$ cat config.mk
export PLATFORM = sky130hd
export DESIGN_NAME = carrier_window_det
export DESIGN_NICKNAME = d
export VERILOG_FILES = /design/src/rtl/cdet_pkg.sv /design/src/rtl/cdet_sync.sv /design/src/rtl/cdet_shaper.sv /design/src/rtl/cdet_period.sv /design/src/rtl/cdet_qualify.sv /design/src/rtl/carrier_window_det.sv
export SDC_FILE = /design/constraint.sdc
export NUM_CORES = 1
export LEC_CHECK = 0
export ABC_AREA = 1
export BUFFER_PORTS_ARGS = -buffer_cell sky130_fd_sc_hd__buf_2
export CORE_MARGIN = 2
export CORE_UTILIZATION = 59
export CTS_CLUSTER_DIAMETER = 60
export CTS_CLUSTER_SIZE = 25
export DETAILED_ROUTE_END_ITERATION = 12
export GPL_TIMING_DRIVEN = 1
export PLACE_DENSITY_LB_ADDON = 0.2
export SETUP_SLACK_MARGIN = 0.5
export SYNTH_ARGS = -nofsm -noshare
export SYNTH_HDL_FRONTEND = slang
export SYNTH_HIERARCHICAL = 1
export SYNTH_SLANG_ARGS = --single-unit
$ cat constraint.sdc
create_clock -name clk -period 3.9 [get_ports clk]
set_input_delay 1.17 -clock clk [delete_from_list [all_inputs] [get_ports clk]]
set_output_delay 1.17 -clock clk [all_outputs]
set_load 0.01 [all_outputs]
$ cat src/rtl/cdet_pkg.sv
package cdet_pkg;

    localparam int unsigned CDET_MIN_PER = 15;
    localparam int unsigned CDET_MAX_PER = 17;
    localparam int unsigned CDET_TMO     = 18;
    localparam int unsigned CDET_CONFIRM = 10;
    localparam int unsigned CDET_SYNC    = 2;

    typedef enum logic [1:0] {
        VERD_NONE = 2'b00,
        VERD_GOOD = 2'b01,
        VERD_BAD  = 2'b10
    } verdict_e;

endpackage

$ cat src/rtl/cdet_sync.sv
module cdet_sync #(
    parameter int unsigned STAGES = 2,
    parameter int unsigned WIDTH  = 2
) (
    input  logic             clk,
    input  logic             rst_n,
    input  logic [WIDTH-1:0] d,
    output logic [WIDTH-1:0] q
);

    typedef struct packed {
        logic [STAGES-1:0][WIDTH-1:0] stg;
    } sync_t;

    sync_t st_d, st_q;

    always_comb begin
        st_d = st_q;
        st_d.stg[0] = d;
        for (int i = 1; i < int'(STAGES); i++) begin
            st_d.stg[i] = st_q.stg[i-1];
        end
    end

    always_ff @(posedge clk or negedge rst_n) begin
        if (!rst_n) st_q <= '0;
        else        st_q <= st_d;
    end

    assign q = st_q.stg[STAGES-1];

endmodule

$ cat src/rtl/cdet_shaper.sv
module cdet_shaper (
    input  logic clk,
    input  logic rst_n,
    input  logic above_hi,
    input  logic below_lo,
    output logic sq
);

    typedef struct packed {
        logic sq;
    } shp_t;

    shp_t st_d, st_q;

    always_comb begin
        st_d = st_q;
        if (above_hi && !below_lo)      st_d.sq = 1'b0;
        else if (below_lo && !above_hi) st_d.sq = 1'b1;
    end

    always_ff @(posedge clk or negedge rst_n) begin
        if (!rst_n) st_q <= '{sq: 1'b1};
        else        st_q <= st_d;
    end

    assign sq = st_q.sq;

endmodule

$ cat src/rtl/cdet_period.sv
module cdet_period
    import cdet_pkg::*;
#(
    parameter int unsigned MIN_PER  = CDET_MIN_PER,
    parameter int unsigned MAX_PER  = CDET_MAX_PER,
    parameter int unsigned TMO_CLKS = CDET_TMO
) (
    input  logic     clk,
    input  logic     rst_n,
    input  logic     sq,
    output verdict_e verdict
);

    localparam int unsigned CNT_W = $clog2(TMO_CLKS + 1);
    localparam logic [CNT_W-1:0] CNT_ONE = CNT_W'(1);
    localparam logic [CNT_W-1:0] CNT_MIN = CNT_W'(MIN_PER);
    localparam logic [CNT_W-1:0] CNT_MAX = CNT_W'(MAX_PER);
    localparam logic [CNT_W-1:0] CNT_TMO = CNT_W'(TMO_CLKS);

    typedef struct packed {
        logic [CNT_W-1:0] cnt;
        logic             prev;
        logic             armed;
    } per_t;

    per_t     st_d, st_q;
    logic     rise;
    logic     in_win;
    verdict_e verd_d;

    always_comb begin
        st_d    = st_q;
        verd_d  = VERD_NONE;
        rise    = sq && !st_q.prev;
        in_win  = (st_q.cnt >= CNT_MIN) && (st_q.cnt <= CNT_MAX);
        st_d.prev = sq;
        if (rise) begin
            if (st_q.armed) verd_d = in_win ? VERD_GOOD : VERD_BAD;
            st_d.cnt   = CNT_ONE;
            st_d.armed = 1'b1;
        end else if (st_q.cnt >= CNT_TMO) begin
            verd_d     = VERD_BAD;
            st_d.cnt   = CNT_ONE;
            st_d.armed = 1'b0;
        end else begin
            st_d.cnt = st_q.cnt + CNT_ONE;
        end
    end

    always_ff @(posedge clk or negedge rst_n) begin
        if (!rst_n) st_q <= '{cnt: CNT_ONE, prev: 1'b1, armed: 1'b0};
        else        st_q <= st_d;
    end

    assign verdict = verd_d;

endmodule

$ cat src/rtl/cdet_qualify.sv
module cdet_qualify
    import cdet_pkg::*;
#(
    parameter int unsigned CONFIRM = CDET_CONFIRM
) (
    input  logic     clk,
    input  logic     rst_n,
    input  verdict_e verdict,
    output logic     det
);

    localparam int unsigned RUN_W = $clog2(CONFIRM + 1);
    localparam logic [RUN_W-1:0] RUN_LAST = RUN_W'(CONFIRM - 1);

    typedef struct packed {
        logic             det;
        logic [RUN_W-1:0] run;
    } qual_t;

    qual_t st_d, st_q;
    logic  toward;
    logic  against;

    always_comb begin
        st_d    = st_q;
        toward  = st_q.det ? (verdict == VERD_BAD)  : (verdict == VERD_GOOD);
        against = st_q.det ? (verdict == VERD_GOOD) : (verdict == VERD_BAD);
        if (toward) begin
            if (st_q.run == RUN_LAST) begin
                st_d.det = !st_q.det;
                st_d.run = '0;
            end else begin
                st_d.run = st_q.run + RUN_W'(1);
            end
        end else if (against) begin
            st_d.run = '0;
        end
    end

    always_ff @(posedge clk or negedge rst_n) begin
        if (!rst_n) st_q <= '{det: 1'b0, run: '0};
        else        st_q <= st_d;
    end

    assign det = st_q.det;

endmodule

$ cat src/rtl/carrier_window_det.sv
module carrier_window_det
    import cdet_pkg::*;
#(
    parameter int unsigned MIN_PER     = CDET_MIN_PER,
    parameter int unsigned MAX_PER     = CDET_MAX_PER,
    parameter int unsigned TMO_CLKS    = CDET_TMO,
    parameter int unsigned CONFIRM     = CDET_CONFIRM,
    parameter int unsigned SYNC_STAGES = CDET_SYNC
) (
    input  logic clk,
    input  logic rst_n,
    input  logic cmp_hi,
    input  logic cmp_lo,
    output logic sq_out,
    output logic det_n
);

    logic [1:0] flags_s;
    logic       sq_w;
    logic       det_w;
    verdict_e   verd_w;
    logic       cyc_good;
    logic       cyc_bad;

    cdet_sync #(.STAGES(SYNC_STAGES), .WIDTH(2)) u_sync (
        .clk   (clk),
        .rst_n (rst_n),
        .d     ({cmp_hi, cmp_lo}),
        .q     (flags_s)
    );

    cdet_shaper u_shaper (
        .clk      (clk),
        .rst_n    (rst_n),
        .above_hi (flags_s[1]),
        .below_lo (flags_s[0]),
        .sq       (sq_w)
    );

    cdet_period #(.MIN_PER(MIN_PER), .MAX_PER(MAX_PER), .TMO_CLKS(TMO_CLKS)) u_period (
        .clk     (clk),
        .rst_n   (rst_n),
        .sq      (sq_w),
        .verdict (verd_w)
    );

    cdet_qualify #(.CONFIRM(CONFIRM)) u_qualify (
        .clk     (clk),
        .rst_n   (rst_n),
        .verdict (verd_w),
        .det     (det_w)
    );

    assign cyc_good = (verd_w == VERD_GOOD);
    assign cyc_bad  = (verd_w == VERD_BAD);
    assign sq_out   = sq_w;
    assign det_n    = !det_w;

endmodule

==> impl_metrics.py, run 1 <==
metrics = {
    "min_path": {
        "whs_path_depth": 0,
        "worstHoldPathType": "reg -> reg",
        "worstHoldEndpoint": "u_sync/q[0]",
        "hold_start": "u_sync/st_d[2]",
    },
    "worst_setup_path": {
        "cp_max_fo": 6,
        "critPathKind": "reg -> reg",
        "worstPathRequired_ps": 4120,
        "critPathLaunch": "u_period/st_q[2]",
        "rr_worst_depth": 15,
        "r2r_slack_ps": 1600,
        "start_kind": "flip-flop",
        "reg2reg_from": "u_period/st_q[2]",
        "critPathArrivalTime_ps": 2530,
        "r2r_end": "u_qualify/st_q[3]",
        "endpoint_kind": "flip-flop",
    },
    "cts": {
        "clock_sinks": 17,
        "clk_latency_ps": 290,
        "cts_resized": 0,
        "cts.clk_slew.worst_paths_ps": 100,
        "numCtsBuffers": 3,
        "clockBufferDepth": 2,
        "cts_setup_buffers": 0,
        "cts_hold_buf": 0,
        "htree_levels": 1,
        "cts_tree": "done",
        "cts_root_buffer": "clkbuf_4",
    },
    "yosys": {
        "synth_top_family_by_area": "simple AND/OR/NAND/NOR gates",
        "synth-adder-area-share": 0.1266,
        "synthFlopType": "dfrtp_1",
        "synth_compound_area_frac": 0.04079,
        "synth-xor-area-share": 0.01969,
        "avgSynthCellArea_um2": 8.722,
        "yosys-top-cells-count": "nand2_1, inv_1, dfrtp_1",
        "synth-edff-count": 0,
        "ys_seq_elements": 17,
        "yosysTopAreaCell": "dfrtp_1",
        "synthesis.area_um2": 889.6,
        "ys_seq_area_frac": 0.4824,
        "syn_nets": 115,
        "yosys.area.top_type_share": 0.3938,
        "synth-async-reset-ratio": 1.000,
        "yosysUniqueCellTypes": 19,
        "yosys_warnings": 6,
        "synth_most_common_cell": "nand2_1",
        "yosys.area_share.simple": 0.2419,
        "synth.top_cells.by_area": "dfrtp_1, ha_1, nand2_1",
        "synth_cells": 102,
        "muxShareOfSynthArea": 0,
    },
    "drt": {
        "drc_errors": 0,
        "drt-pass1-iter-count": 4,
        "wl_per_cell_um": 10.69,
        "ant_nets": 0,
        "vias": 626,
        "drt-initial-drc-count": 3,
        "wirelength_mm": 1.358,
        "viasPerCell": 4.929,
    },
    "global_route": {
        "antenna_found_initial": 0,
        "grtUsageMet3": 0.03830,
        "grt_start_max_net_pins": 18,
        "first_global_vias": 603,
        "top_usage_layer": "met2",
        "grt_overflow": 0,
        "grtUsageTotal": 0.1838,
        "grt.met2_usage": 0.3333,
        "grt_pass1_wl_mm": 2.408,
        "grt_use_met1": 0.1972,
    },
    "placed_design": {
        "place.detailed.hpwl_mm": 1.075,
        "gp_congestion": 0.7900,
        "pre_cts_ws_ps": 1620,
        "port-buffer-count": 5,
        "dp.cells": 123,
    },
    "sta": {
        "worst_pin_slew_ps": 371.8,
        "setup_slack_ps": 1595,
        "fin_hold_ws_ps": 364.5,
        "tns_ps": 0,
        "finalSetupViolCount": 0,
        "skew_ps": 1.867,
        "post-route-min-period_ps": 2305,
        "fmax_ghz": 0.4339,
        "rsz0062_at_grt": "false",
        "period_share": 0.5910,
        "hold_viol": 0,
        "drv_slew": 0,
        "slew_headroom": 0.7521,
    },
    "layout": {
        "syn2layout_area_growth_pct": 8.158,
        "antenna_cells": 0,
        "nets": 125,
        "final_util": 0.6618,
        "layout-drive-gt1-share": 0.1892,
        "fin_cells": 127,
    },
    "die": {
        "num_io_pins": 6,
        "dieArea_um2": 1834,
        "initial_core_util": 0.6119,
        "rows": 14,
        "die_h_um": 42.83,
        "chipWidth_um": 42.83,
        "core_um2": 1454,
    },
    "pwr": {
        "power.net_switching_w": 0.0001831,
        "p_clk_frac": 0.186,
        "p_leak_nw": 0.5134,
        "seqPwrFrac": 0.501,
        "p_per_area_nw_per_um2": 515.2,
        "sw_frac_of_total": 0.3694,
        "internal_power_w": 0.0003126,
        "p_comb_frac": 0.313,
        "irDropWorstVdd_mv": 0.3093,
    },
    "status": {
        "status": "complete, no violations",
    },
    "run": {
        "drv_cap": 0,
    },
}
state kept, by name (all words and copies together), names as in the netlist:
| name | flops |
|---|---|
| u_period/st_q | 7 |
| u_qualify/st_q | 4 |
| u_sync/q | 2 |
| u_sync/st_d | 2 |
| u_qualify/det | 1 |
| u_shaper/sq | 1 |
cells in the final DEF (no fill, tap or decap), types with 2 or more instances in the layout:
master,instances
buf_2,5
clkbuf_4,3
dfrtp_1,14
dfstp_2,3
ha_1,9
inv_1,18
inv_2,3
nand2_1,25
nand3_1,5
nand4_1,3
nor2_1,10
nor2_2,2
o21ai_0,2
through the flow:
step	instance area, µm²	power, W
after floorplan	889.6	0.0003732
after global placement	934.6	0.0004040
after detailed placement	934.6	0.0004098
after global routing	962.2	0.0005354
after CTS	962.2	0.0005055
final	962.2	0.0004957
cell families (layout without fill, tap and decap cells):
group	Yosys count	after routing
buf+inv	21	30
flops	17	17
fa+ha+maj	9	9
simple gates	48	48
compound gates	5	5
xor+xnor	2	2
critical path: stages (launching register included):
cell and delay [ps]:
dfstp_2 590, ha_1 200, nand2_1 60, nor2_1 90, ha_1 140, nor2_1 40
nand2_1 60, nand2_1 70, nor2_1 150, inv_1 60, ha_1 370, nor2_2 140
nand2_1 60, nand2_1 60, nand2_1 40, nor2_1 100
per-layer routing:
layer,part of all wire,routed length (µm)
met3,0.027,36
met1,0.44,604
met2,0.50,678
met5,0,0
met4,0.029,39
how the worst max path moves through the flow:
stage	depth (start not counted)	slack, ps	end
3_3_place_gp	14	1680	u_qualify/st_q[2]
3_5_place_dp	14	1620	u_qualify/st_q[2]
4_1_cts	15	1600	u_qualify/st_q[3]
5_1_grt	15	1420	u_qualify/st_q[3]
6_report	15	1600	u_qualify/st_q[3]
2_1_floorplan	14	1810	u_qualify/st_q[2]
final cells by class:
class                           count  area, µm²
Multi-Input combinational cell     64      381.6
Sequential cell                    17      429.2
Clock buffer                        3      22.52
Timing Repair Buffer                5      25.02
Clock inverter                      1      5.005
Fill cell                         124      491.7
Tap cell                           16      20.02
Inverter                           21      78.83
power groups by stage:
stage,clock [W],sequential [W],combinational [W]
floorplan,0,0.000246,0.000128
global placement,0,0.000250,0.000154
detailed placement,0,0.000252,0.000158
CTS,0.0000988,0.000249,0.000158
global route,0.000104,0.000255,0.000176
finish,0.0000922,0.000248,0.000155
No activity file was read; power rests on OpenSTA's default activity.
==> inputs of run 2 (changes only) <==
CORE_ASPECT_RATIO = 1.25   (was not set)
CORE_UTILIZATION = 51   (was 59)
clock period = 1.9 ns   (was 3.9 ns; I/O delays follow)
==> impl_metrics.py, run 2 (synthesized netlist as in run 1, its figures left out) <==
metrics = {
    "drt": {
        "wl_per_cell_um": 12.30,
        "drt-pass1-iter-count": 3,
        "viasPerCell": 4.861,
        "drt-initial-drc-count": 6,
        "wirelength_mm": 1.771,
        "drc_errors": 0,
        "vias": 700,
        "ant_nets": 0,
    },
    "sta": {
        "slew_headroom": 0.7528,
        "hold_viol": 0,
        "post-route-min-period_ps": 2113,
        "tns_ps": -630.7,
        "drv_slew": 0,
        "finalSetupViolCount": 5,
        "worst_pin_slew_ps": 370.8,
        "period_share": 1.112,
        "setup_slack_ps": -212.9,
        "fmax_ghz": 0.4733,
        "skew_ps": 2.257,
        "rsz0062_at_grt": "true",
    },
    "die": {
        "initial_core_util": 0.5555,
        "die_h_um": 50.70,
        "num_io_pins": 6,
        "chipWidth_um": 41.36,
        "dieArea_um2": 2096,
        "core_um2": 1602,
        "rows": 16,
    },
    "worst_setup_path": {
        "r2r_end": "u_qualify/st_q[2]",
        "start_kind": "flip-flop",
        "rr_worst_depth": 14,
        "r2r_slack_ps": -210,
        "cp_max_fo": 4,
        "crit_top_cell": "nand2_2",
        "slowest_stage": "dfstp_2",
        "critPathArrivalTime_ps": 2300,
        "worstPathRequired_ps": 2090,
        "reg2reg_from": "u_period/st_q[2]",
        "worstPathCellList": "ha_4 > nand2_4 > nor2_4 > ha_2 > nor2_1 > nand2_1 > nand2_2 > nand2_1 > nand2_2 > ha_4 > inv_2 > nand2_2 > xor2_1 > nor2_1",
        "crit_family": "adder cells",
        "critPathKind": "reg -> reg",
        "critical_path_buf_inv_count": 1,
        "endpoint_kind": "flip-flop",
        "slowest_delay_ps": 570,
        "critPathLaunch": "u_period/st_q[2]",
    },
    "placed_design": {
        "port-buffer-count": 5,
        "gp_congestion": 0.6645,
        "place.detailed.hpwl_mm": 1.132,
        "pre_cts_ws_ps": -227.1,
    },
    "pwr": {
        "p_per_area_nw_per_um2": 1122,
        "p_leak_nw": 0.6074,
        "irDropWorstVdd_mv": 0.8808,
    },
    "global_route": {
        "grt_pass1_wl_mm": 2.870,
        "grt.met2_usage": 0.3854,
        "grtUsageTotal": 0.2095,
        "first_global_vias": 767,
        "grt_use_met1": 0.1935,
        "grt_overflow": 0,
        "antenna_found_initial": 0,
        "grtUsageMet3": 0.04867,
        "top_usage_layer": "met2",
        "grt_start_max_net_pins": 18,
    },
    "layout": {
        "largest_registers": "u_period/st_q (7), u_qualify/st_q (4)",
        "nets": 140,
        "antenna_cells": 0,
        "layout-drive-gt1-share": 0.4683,
        "n_fill_cell": 104,
        "final_cell_mix": "nand2_1, inv_1, dfrtp_1",
        "largest_reg_flops": 7,
        "syn2layout_area_growth_pct": 39.80,
        "final_common_cell": "nand2_1",
        "regMostFlops": "u_period/st_q",
    },
    "cts": {
        "cts_hold_buf": 0,
        "numCtsBuffers": 3,
        "cts_tree": "done",
        "clock_sinks": 17,
        "cts_root_buffer": "clkbuf_4",
        "cts.clk_slew.worst_paths_ps": 100,
        "clk_latency_ps": 290,
        "clockBufferDepth": 2,
        "htree_levels": 1,
    },
    "status": {
        "status": "complete, but fails checks",
        "violations": "setup timing",
    },
    "min_path": {
        "worstHoldPathType": "in -> async",
    },
    "run": {
        "drv_cap": 0,
    },
}
run 2: where the power goes:
part	internal [W]	total (W)	switching (W)
clock network	0.0000799	0.000197	0.000117
registers	0.000440	0.000498	0.0000572
logic	0.000344	0.000701	0.000357
total	0.000865	0.00140	0.000531
run 2: through the flow:
stage               total power (W)  hold WS [ps]  instances  cell area [µm²]    util
floorplan                 0.0008014         274.4        102            915.9       -
global placement          0.0009602         334.0        134             1031  0.6438
detailed placement        0.0009811         340.3        134             1031  0.6438
CTS                        0.001291         181.2        144             1171  0.7313
global route               0.001504         175.2        144             1244  0.7766
finish                     0.001396         177.2        144             1244  0.7766
run 2: worst reg2reg max path: cells and delay by family (launching register included):
kind,cells,cell delay (ps)
adders and majority gates,3,630
and+or+nand+nor,9,620
DFF,1,570
xor gates and xnor gates,1,140
buffers and inverters,1,50
run 2: per-layer routing:
| metal | share of wire | vias to the layer above |
|---|---|---|
| li1 | - | 356 |
| met1 | 0.37 | 335 |
| met2 | 0.60 | 7 |
| met3 | 0.016 | 2 |
| met4 | 0.0073 | 0 |
| met5 | 0 | - |
run 2: area by class of cell:
class	count	area [µm²]	area share
multi-input combinational	64	523.0	0.4205
tap	18	22.52	0.01811
clock buffer	3	22.52	0.01811
inverter	21	78.83	0.06338
sequential	17	430.4	0.3461
clock inverter	1	7.507	0.006036
timing repair buffer	20	158.9	0.1278
run 2: how the worst max path moves through the flow:
stage,to,slack (ps),depth (start not counted)
global placement,u_qualify/st_q[2],-200,14
finish,u_qualify/st_q[2],-210,14
detailed placement,u_qualify/st_q[2],-230,14
CTS,u_qualify/st_q[2],-190,14
global route,u_qualify/st_q[3],-330,15
floorplan,u_qualify/st_q[2],-110,14
run 2: repair_timing:
item	4_1_cts	5_1_grt
gates resized for setup	18	20
buffers inserted	6	0
pin swaps	11	13
setup endpoints to repair	13	13
